## src/rtl/fl_pkg.sv

```systemverilog
package fl_pkg;
  // Timeout in phase-detector cycles for a given timer code.
  function automatic int timeout_len(input int tc);
    return 3 + 4 * tc;
  endfunction
endpackage

```

## src/rtl/fl_gain_reg.sv

```systemverilog
module fl_gain_reg (
  input  logic clk,
  input  logic rst_n,
  input  logic wr,
  input  logic wr_val,
  input  logic expire,
  output logic gain_q
);
  // A write always wins; otherwise an expiry clears the bit.
  always_ff @(posedge clk or negedge rst_n) begin
    if (!rst_n)
      gain_q <= 1'b0;
    else if (wr)
      gain_q <= wr_val;
    else if (expire)
      gain_q <= 1'b0;
  end
endmodule

```

## src/rtl/fl_timer.sv

```systemverilog
module fl_timer #(
  parameter int TC_W  = 4,
  parameter int TMR_W = 6
) (
  input  logic             clk,
  input  logic             rst_n,
  input  logic             run,
  input  logic             restart,
  input  logic             tick,
  input  logic [TC_W-1:0]  tc,
  output logic [TMR_W-1:0] cnt_q,
  output logic             expire
);
  logic [TMR_W-1:0] last_cnt;

  // The last count value before expiry is one less than the timeout.
  always_comb
    last_cnt = TMR_W'(fl_pkg::timeout_len(int'(tc)) - 1);

  assign expire = run && !restart && tick && (cnt_q == last_cnt);

  always_ff @(posedge clk or negedge rst_n) begin
    if (!rst_n)
      cnt_q <= '0;
    else if (!run || restart || expire)
      cnt_q <= '0;
    else if (tick)
      cnt_q <= cnt_q + 1'b1;
  end
endmodule

```

## src/rtl/fl_cur_sel.sv

```systemverilog
module fl_cur_sel #(
  parameter int CODE_W = 3
) (
  input  logic              sel,
  input  logic [CODE_W-1:0] code_a,
  input  logic [CODE_W-1:0] code_b,
  output logic [CODE_W-1:0] code_out
);
  // One multiplexer per bit of the current code.
  for (genvar i = 0; i < CODE_W; i++) begin : g_bit
    assign code_out[i] = sel ? code_b[i] : code_a[i];
  end
endmodule

```

## src/rtl/fastlock_ctrl.sv

```systemverilog
module fastlock_ctrl #(
  parameter int CODE_W = 3,
  parameter int TC_W   = 4
) (
  input  logic              clk,
  input  logic              rst_n,
  input  logic              pwr_down,
  input  logic              fl_enable,
  input  logic              fl_mode,
  input  logic [TC_W-1:0]   tc_code,
  input  logic [CODE_W-1:0] cur_primary,
  input  logic [CODE_W-1:0] cur_secondary,
  input  logic              gain_wr,
  input  logic              gain_val,
  input  logic              pfd_tick,
  output logic [CODE_W-1:0] icp_code,
  output logic              gain_bit
);
  localparam int MAX_LEN = fl_pkg::timeout_len((1 << TC_W) - 1);
  localparam int TMR_W   = $clog2(MAX_LEN);

  logic             timed_mode;
  logic             tmr_run;
  logic             tmr_expire;
  logic [TMR_W-1:0] tmr_cnt;

  assign timed_mode = fl_enable & fl_mode;
  assign tmr_run    = timed_mode & gain_bit & ~pwr_down;

  fl_gain_reg u_gain (
    .clk    (clk),
    .rst_n  (rst_n),
    .wr     (gain_wr),
    .wr_val (gain_val),
    .expire (tmr_expire),
    .gain_q (gain_bit)
  );

  fl_timer #(.TC_W(TC_W), .TMR_W(TMR_W)) u_timer (
    .clk     (clk),
    .rst_n   (rst_n),
    .run     (tmr_run),
    .restart (gain_wr),
    .tick    (pfd_tick),
    .tc      (tc_code),
    .cnt_q   (tmr_cnt),
    .expire  (tmr_expire)
  );

  fl_cur_sel #(.CODE_W(CODE_W)) u_sel (
    .sel      (gain_bit),
    .code_a   (cur_primary),
    .code_b   (cur_secondary),
    .code_out (icp_code)
  );
endmodule

```

## config.mk

```make
export PLATFORM = sky130hd
export DESIGN_NAME = fastlock_ctrl
export DESIGN_NICKNAME = d
export VERILOG_FILES = /design/src/rtl/fl_pkg.sv /design/src/rtl/fl_gain_reg.sv /design/src/rtl/fl_timer.sv /design/src/rtl/fl_cur_sel.sv /design/src/rtl/fastlock_ctrl.sv
export SDC_FILE = /design/constraint.sdc
export NUM_CORES = 1
export LEC_CHECK = 0
export ABC_AREA = 1
export BUFFER_PORTS_ARGS = -buffer_cell sky130_fd_sc_hd__buf_2
export CAP_MARGIN = 40
export CORE_AREA = 5 5 42 44
export CTS_CLUSTER_DIAMETER = 100
export DETAILED_ROUTE_END_ITERATION = 10
export DIE_AREA = 0 0 47 49
export PLACE_DENSITY = 0.68
export SLEW_MARGIN = 0
export SYNTH_ARGS = -nofsm -noshare
export SYNTH_HDL_FRONTEND = slang
export SYNTH_SLANG_ARGS = --single-unit
```

## constraint.sdc

```tcl
create_clock -name clk -period 3.6 [get_ports clk]
set_input_delay 0.18 -clock clk [delete_from_list [all_inputs] [get_ports clk]]
set_output_delay 0.18 -clock clk [all_outputs]
set_load 0.02 [all_outputs]
```

==> impl_metrics.csv, run 1 <==
group,metric,value,unit
floorplan,start_util,37.7,%
job,maxCapViolCount,0,
cts,htreeDepth,1,
global_routing,grt_usage,11.2,%
power_and_ir_drop,p_leak,0.394,nW
critical_path,crit_chain,"inv_1 > ha_1 > nand2_1 > a21oi_1 > nand2_1 > o21bai_4 > nor2_1",
yosys,synth.area.top_cells,"dfrtp_1 33%, nand2_1 23%, inv_1 11%",
layout,fin_nets,130,
power_and_ir_drop,p_int,138,µW
critical_path,start_kind,"flop",
critical_path,worst_path_most_repeated_cell,"nand2_1",
floorplan,die_h,49,µm
placement,dpl.hpwl,1.00,mm
power_and_ir_drop,pwr-share-comb,19.8,%
timing,skew,0.000293,ns
route,wl,1.18,mm
route,via_per_inst,4.41,
route,ant_nets,0,
layout,fillers,135,
layout,diodes,0,
critical_path,cp.arrival,1.40,ns
floorplan,floorplan.core_area,0.00140,mm²
critical_path,crit_slowest_cell,"dfrtp_1",
route,wl_per_cell,9.42,µm
layout,final_common_cell,"nand2_1",
power_and_ir_drop,ir_worst_vdd,0.127,mV
power_and_ir_drop,powerDensity,272,mW/mm²
cts,root_buffer,"clkbuf_4",
cts,clk_pin_slew,0.05,ns
yosys,syn_area_per_cell,6.36,µm²
yosys,syn-cell-area,528,µm²
global_routing,grt_max_degree,8,
route,first_iter_violations,12,
placement,post-place-ws,2.32,ns
timing,setup_tns,0,ns
layout,drive_gt1_share,24.8,%
power_and_ir_drop,power.switching,49.8,µW
timing,holdWs,0.168,ns
critical_path,crit_type,"reg2reg",
power_and_ir_drop,clkPwrFrac,36.8,%
yosys,ys_types,15,
power_and_ir_drop,power_frac_seq,43.3,%
floorplan,pin_count,22,
timing,relSlewSlack,86.9,%
floorplan,dieArea,0.00230,mm²
critical_path,cp.required,3.73,ns
critical_path,critPathMaxFanout,6,
critical_path,max_stage_delay,0.42,ns
yosys,mappedNetlistNets,103,
placement,io_buffers,21,
timing,tightest_slew,0.195,ns
cts,clk_path_buf_depth,2,
global_routing,antenna_found_initial,0,
layout,area_delta_synth_final,30.6,%
yosys,syn_inst,83,
cts,cts_made_buffers,3,
global_routing,grt_overflow,0,
yosys,ys_ff_latch,7,
timing,fin_crit_sh,35.4,%
timing,hold_viol,0,
cts,cts_resized,0,
timing,min_period,1.27,ns
cts,clock_latency,0.24,ns
timing,rsz0062_at_grt,"no",
critical_path,end_kind,"flop",
floorplan,dieWidth,47,µm
status,status,"finished clean",
worst_hold_path,hp-class,"in2reg",
cts,cts_tree,"done",
route,num_vias,551,
placement,gp_congestion,0.841,
timing,final_max_slew_viol_count,0,
route,route.detailed.drc,0,
power_and_ir_drop,sw_frac_of_total,26.5,%
yosys,yosysTopAreaCell,"dfrtp_1",
yosys,synth_seq_area_share,33.2,%
yosys,synth_top_area_share,33.2,%
yosys,yosys_warnings,0,
route,drtPass1Iterations,4,
critical_path,ff2ff_setup_slack,2.33,ns
power_and_ir_drop,p_total,188,µW
layout,final_cell_mix,"32 x nand2_1, 21 x buf_2, 15 x inv_1, 11 x nor2_1, 7 x dfrtp_1",
timing,finalWorstSetupSlack,2.33,ns
global_routing,grt_pass1_vias,465,
timing,setup_violations,0,
floorplan,num_rows,14,
global_routing,grt_pass1_wl,1.89,mm
timing,fmax,785,MHz
cts,cts.sinks,7,
==> through the flow <==
| step | std cells | instance area (µm²) | utilization, % |
|---|---|---|---|
| 2_1_floorplan | 83 | 528 | - |
| 3_3_place_gp | 120 | 653 | 46.6 |
| 3_5_place_dp | 120 | 653 | 46.6 |
| 4_1_cts | 125 | 689 | 49.2 |
| 5_1_grt | 125 | 689 | 49.2 |
| 6_report | 125 | 689 | 49.2 |
==> worst max-delay path: cells and delay by family (launching register included) <==
family          cells  cell delay, ns
flops               1            0.42
simple gates        3            0.23
fa+ha+maj           1            0.16
compound gates      2            0.28
buf+inv             1            0.07
==> sequential cells by signal, summed over array words and instances, names as in the netlist <==
signal / cells
u_gain.gain_q: 1
u_timer.cnt_q: 6
==> what timing repair did <==
item	CTS	global route
buffers inserted	0	0
hold buffers	1	0
hold endpoints to repair	7	0
==> cell usage after synthesis <==
cell      count
nor3_1        1
nand2_1      32
nor2_1       11
o21bai_4      1
ha_1          2
o21ai_0       1
dfrtp_1       7
inv_1        15
nand4_1       1
xnor2_1       1
nor2_2        1
nand3_1       5
inv_2         1
a21oi_1       1
xor2_1        3
==> routing by layer <==
layer  up-vias  share of wire, %  wire length, µm  track usage, %
met4         0               1.1               13            7.83
met3         2               5.1               60            3.69
li1        298                 -                -               -
met5         -                 0                0               0
met2        13                49              573            15.2
met1       238                45              529            14.5
==> worst paths after layout <==
| check | from | to | cells after the start |
|---|---|---|---|
| worst max-delay path | u_timer.cnt_q[0]$_DFFE_PN0P_ | u_timer.cnt_q[0]$_DFFE_PN0P_ | 7 |
| worst min-delay path | gain_val | u_gain.gain_q$_DFFE_PN0P_ | 3 |
| worst max register to register | u_timer.cnt_q[0]$_DFFE_PN0P_ | u_timer.cnt_q[0]$_DFFE_PN0P_ | 7 |
| worst min register to register | u_timer.cnt_q[2]$_DFFE_PN0P_ | u_timer.cnt_q[2]$_DFFE_PN0P_ | 2 |
| max in group asynchronous | rst_n | u_timer.cnt_q[3]$_DFFE_PN0P_ | 2 |
| min in group asynchronous | rst_n | u_gain.gain_q$_DFFE_PN0P_ | 2 |
==> layout make-up <==
| class | instances | area [µm²] | area share [%] |
|---|---|---|---|
| multi-input cells | 60 | 293 | 42.5 |
| flip-flops and latches | 7 | 175 | 25.4 |
| repair buffers | 22 | 115 | 16.7 |
| inverters | 16 | 60.1 | 8.71 |
| clock buffers | 4 | 26.3 | 3.81 |
| well taps | 16 | 20.0 | 2.90 |
==> power groups by stage <==
stage / Clock, mW / Combinational (mW) / Sequential [mW]
6_report: 0.0691 / 0.0372 / 0.0813
5_1_grt: 0.0782 / 0.0413 / 0.0814
4_1_cts: 0.0729 / 0.0376 / 0.0812
3_5_place_dp: 0 / 0.0365 / 0.0826
3_3_place_gp: 0 / 0.0361 / 0.0824
2_1_floorplan: 0 / 0.0173 / 0.0837
==> cells by family (layout without fill, tap and decap cells) <==
kind of cell             count (synthesis)  count (layout)  synth area share (%)
AO/OA/AOI/OAI                            3               3                  5.45
adder cells (fa/ha/maj)                  2               2                  4.74
buffers and inverters                   16              42                  11.4
AND/OR/NAND/NOR                         51              51                  38.6
flip-flops                               7               7                  33.2
XOR/XNOR                                 4               4                  6.64
No activity file was read; power rests on OpenSTA's default activity.
==> inputs of run 2 (changes only) <==
Settings changed: ABC_AREA 1 to 0, PLACE_DENSITY 0.68 to not set.
Clock period 3.6 ns to 1.3 ns, I/O delays scaled along.
==> run 2 against run 1 <==
The run now ends with negative setup slack left. Critical path depth decreased by 3. Synthesized area shrank 13%. First-iteration DRC count decreased by 50%. Combinational power rose to 2.9 times the previous value. Synthesized cell count decreased by 43%. Design area rose by 0.18%. Wire length down 12%. Maximum frequency down 14%. Clock power increased to 2.9 times the previous value. Sequential power rose to 2.8 times the previous value. Register-to-register slack lost 2.5 ns. Worst hold slack worse by 0.13 ns. Critical path type unchanged. Critical endpoint is now u_timer.cnt_q[3]$_DFFE_PN0P_. Largest power group unchanged.
==> impl_metrics.csv, run 2 <==
group,metric,value,unit
timing,skew,0.00201,ns
worst_hold_path,min_to,"u_gain.gain_q$_DFFE_PN0P_",
yosys,ys_ff_latch,7,
power_and_ir_drop,ir_worst_vdd,0.647,mV
critical_path,reg2reg_depth,4,
yosys,ys_types,21,
global_routing,grt_overflow,0,
timing,tightest_slew,0.332,ns
floorplan,floorplan.core_area,0.00140,mm²
status,status,"finished, violations left",
route,via_per_inst,4.58,
layout,final_cell_mix,"20 x buf_2, 7 x xor2_1, 7 x buf_4, 7 x dfrtp_1, 6 x nor2_1",
yosys,syn_inst,47,
cts,root_buffer,"clkbuf_4",
timing,min_period,1.49,ns
critical_path,end_kind,"flop",
placement,post-place-ws,-0.216,ns
layout,final_common_cell,"buf_2",
floorplan,die_h,49,µm
route,wl_per_cell,10.8,µm
power_and_ir_drop,sw_frac_of_total,25.3,%
placement,dpl.hpwl,818,µm
global_routing,antenna_found_initial,0,
power_and_ir_drop,power_frac_seq,42.3,%
worst_hold_path,hp-class,"in2reg",
cts,cts.sinks,7,
global_routing,grt_max_degree,8,
cts,htreeDepth,1,
floorplan,dieArea,0.00230,mm²
timing,fmax,671,MHz
layout,diodes,0,
placement,placed_cells,90,
cts,cts_tree,"done",
timing,relSlewSlack,77.8,%
floorplan,pin_count,22,
timing,setup_violations,7,
global_routing,grt_usage,9.72,%
floorplan,num_rows,14,
critical_path,ff2ff_setup_slack,-0.19,ns
timing,final_max_slew_viol_count,0,
timing,finalWorstSetupSlack,-0.190,ns
job,maxCapViolCount,0,
yosys,synth.area.top_cells,"dfrtp_1 38%, xor2_1 13%, mux2_2 7.4%",
layout,finalNonFillerCells,96,
yosys,synth-edff-count,0,
power_and_ir_drop,p_leak,0.346,nW
cts,cts_made_buffers,3,
worst_hold_path,min_path_cells,3,
power_and_ir_drop,clkPwrFrac,37.5,%
critical_path,cp.arrival,1.62,ns
layout,fin_nets,101,
yosys,syn-cell-area,459,µm²
cts,clk_path_buf_depth,2,
layout,top_register,"u_timer.cnt_q",
route,first_iter_violations,6,
route,drtPass1Iterations,4,
critical_path,start_kind,"flop",
floorplan,start_util,32.8,%
global_routing,grt_pass1_vias,417,
yosys,ys_top_cells_by_count,"7 x dfrtp_1, 7 x xor2_1, 6 x nor2_1",
power_and_ir_drop,power.switching,134,µW
route,route.detailed.drc,0,
route,wl,1.04,mm
cts,clk_pin_slew,0.05,ns
timing,rsz0062_at_grt,"yes",
cts,clock_latency,0.25,ns
yosys,mappedNetlistNets,67,
placement,io_buffers,21,
layout,area_delta_synth_final,50.4,%
power_and_ir_drop,powerDensity,766,mW/mm²
yosys,synth_seq_area_share,38.1,%
yosys,yosysTopAreaCell,"dfrtp_1",
timing,fin_crit_sh,115,%
layout,largest_reg_flops,6,
floorplan,dieWidth,47,µm
yosys,async_flop_share,100,%
global_routing,grt_pass1_wl,1.58,mm
power_and_ir_drop,p_int,395,µW
power_and_ir_drop,pwr-share-comb,20.2,%
yosys,synthFlopType,"dfrtp_1",
yosys,synth_top_area_share,38.1,%
placement,gp_congestion,0.702,
worst_hold_path,hp-start,"gain_val",
yosys,yosys_warnings,0,
route,num_vias,440,
timing,hold_viol,0,
critical_path,critPathMaxFanout,4,
route,ant_nets,0,
status,failed_checks,"negative setup slack",
layout,reg_top3,"u_timer.cnt_q: 6 flops, u_gain.gain_q: 1 flops",
critical_path,cp.required,1.43,ns
critical_path,rr_startpoint,"u_timer.cnt_q[5]$_DFFE_PN0P_",
layout,drive_gt1_share,48.8,%
critical_path,crit_type,"reg2reg",
critical_path,r2r-end,"u_timer.cnt_q[3]$_DFFE_PN0P_",
yosys,syn_area_per_cell,9.77,µm²
run 2: changes by cell type after synthesis, moves of 3 or more:
| cell | previous run | this run |
|---|---|---|
| nor2_1 | 11 | 6 |
| mux2_2 | 0 | 3 |
| nand2_1 | 32 | 5 |
| xor2_1 | 3 | 7 |
| inv_1 | 15 | 2 |
| nand3_1 | 5 | 0 |
run 2: worst max path at each step:
| stage | slack (ns) | from | endpoint |
|---|---|---|---|
| after floorplan | -0.15 | u_timer.cnt_q[0]$_DFFE_PN0P_ | u_timer.cnt_q[3]$_DFFE_PN0P_ |
| after global placement | -0.19 | u_timer.cnt_q[5]$_DFFE_PN0P_ | u_gain.gain_q$_DFFE_PN0P_ |
| after detailed placement | -0.22 | u_timer.cnt_q[5]$_DFFE_PN0P_ | u_gain.gain_q$_DFFE_PN0P_ |
| after CTS | -0.19 | u_timer.cnt_q[5]$_DFFE_PN0P_ | u_timer.cnt_q[3]$_DFFE_PN0P_ |
| after global routing | -0.24 | u_timer.cnt_q[0]$_DFFE_PN0P_ | u_timer.cnt_q[3]$_DFFE_PN0P_ |
| final | -0.19 | u_timer.cnt_q[5]$_DFFE_PN0P_ | u_timer.cnt_q[3]$_DFFE_PN0P_ |
run 2: power by group through the flow:
stage / registers [mW] / logic [mW] / clock network (mW)
2_1_floorplan: 0.233 / 0.0425 / 0
3_3_place_gp: 0.227 / 0.0977 / 0
3_5_place_dp: 0.227 / 0.0981 / 0
4_1_cts: 0.223 / 0.101 / 0.209
5_1_grt: 0.224 / 0.116 / 0.217
6_report: 0.224 / 0.107 / 0.198
run 2: cells by family after synthesis:
family | Yosys count | share of synthesized area (%)
AO/OA/AOI/OAI | 6 | 11.7
multiplexers | 3 | 7.36
XOR/XNOR | 8 | 15.3
adder cells (fa/ha/maj) | 2 | 5.45
buffers and inverters | 3 | 2.72
flip-flops | 7 | 38.1
AND/OR/NAND/NOR | 18 | 19.3
run 2: area by class of cell:
class | count | area [µm²]
Fill cell | 152 | 711
Clock buffer | 4 | 26.3
Tap cell | 16 | 20.0
Multi-Input combinational cell | 37 | 277
Sequential cell | 7 | 175
Timing Repair Buffer | 30 | 185
Inverter | 2 | 7.51
run 2: per-layer routing:
metal,global-route usage [%],wire length (µm),vias up
met4,6.91,27,0
met3,3.32,40,2
met5,0,0,-
li1,-,-,228
met1,10.8,423,201
met2,14.7,545,9
run 2: worst max-delay path, cell delays in order (launching register included):
cell	delay, ns
dfrtp_1	0.38
xor2_1	0.14
or4_4	0.57
o211ai_1	0.18
a21oi_1	0.09
run 2: through the flow:
stage / utilization (%) / TNS, ns / instance area [µm²] / power [mW] / hold WS (ns)
3_3_place_gp: 45.1 / -1.08 / 632 / 0.324 / -0.0941
4_1_cts: 48.6 / -1.27 / 681 / 0.533 / 0.0380
2_1_floorplan: - / -0.906 / 459 / 0.275 / -0.231
5_1_grt: 49.3 / -1.56 / 691 / 0.556 / 0.0450
6_report: 49.3 / -1.23 / 691 / 0.529 / 0.0419
3_5_place_dp: 45.1 / -1.23 / 632 / 0.325 / -0.0921
run 2: repair_timing:
item                                    CTS  global route
pin swaps                                 0             0
cloned                                    0             0
resized for setup                         1             3
buffers inserted                          1             0
endpoints found under the setup margin    7            10
hold buffers                              1             0
hold endpoints to repair                  7             0
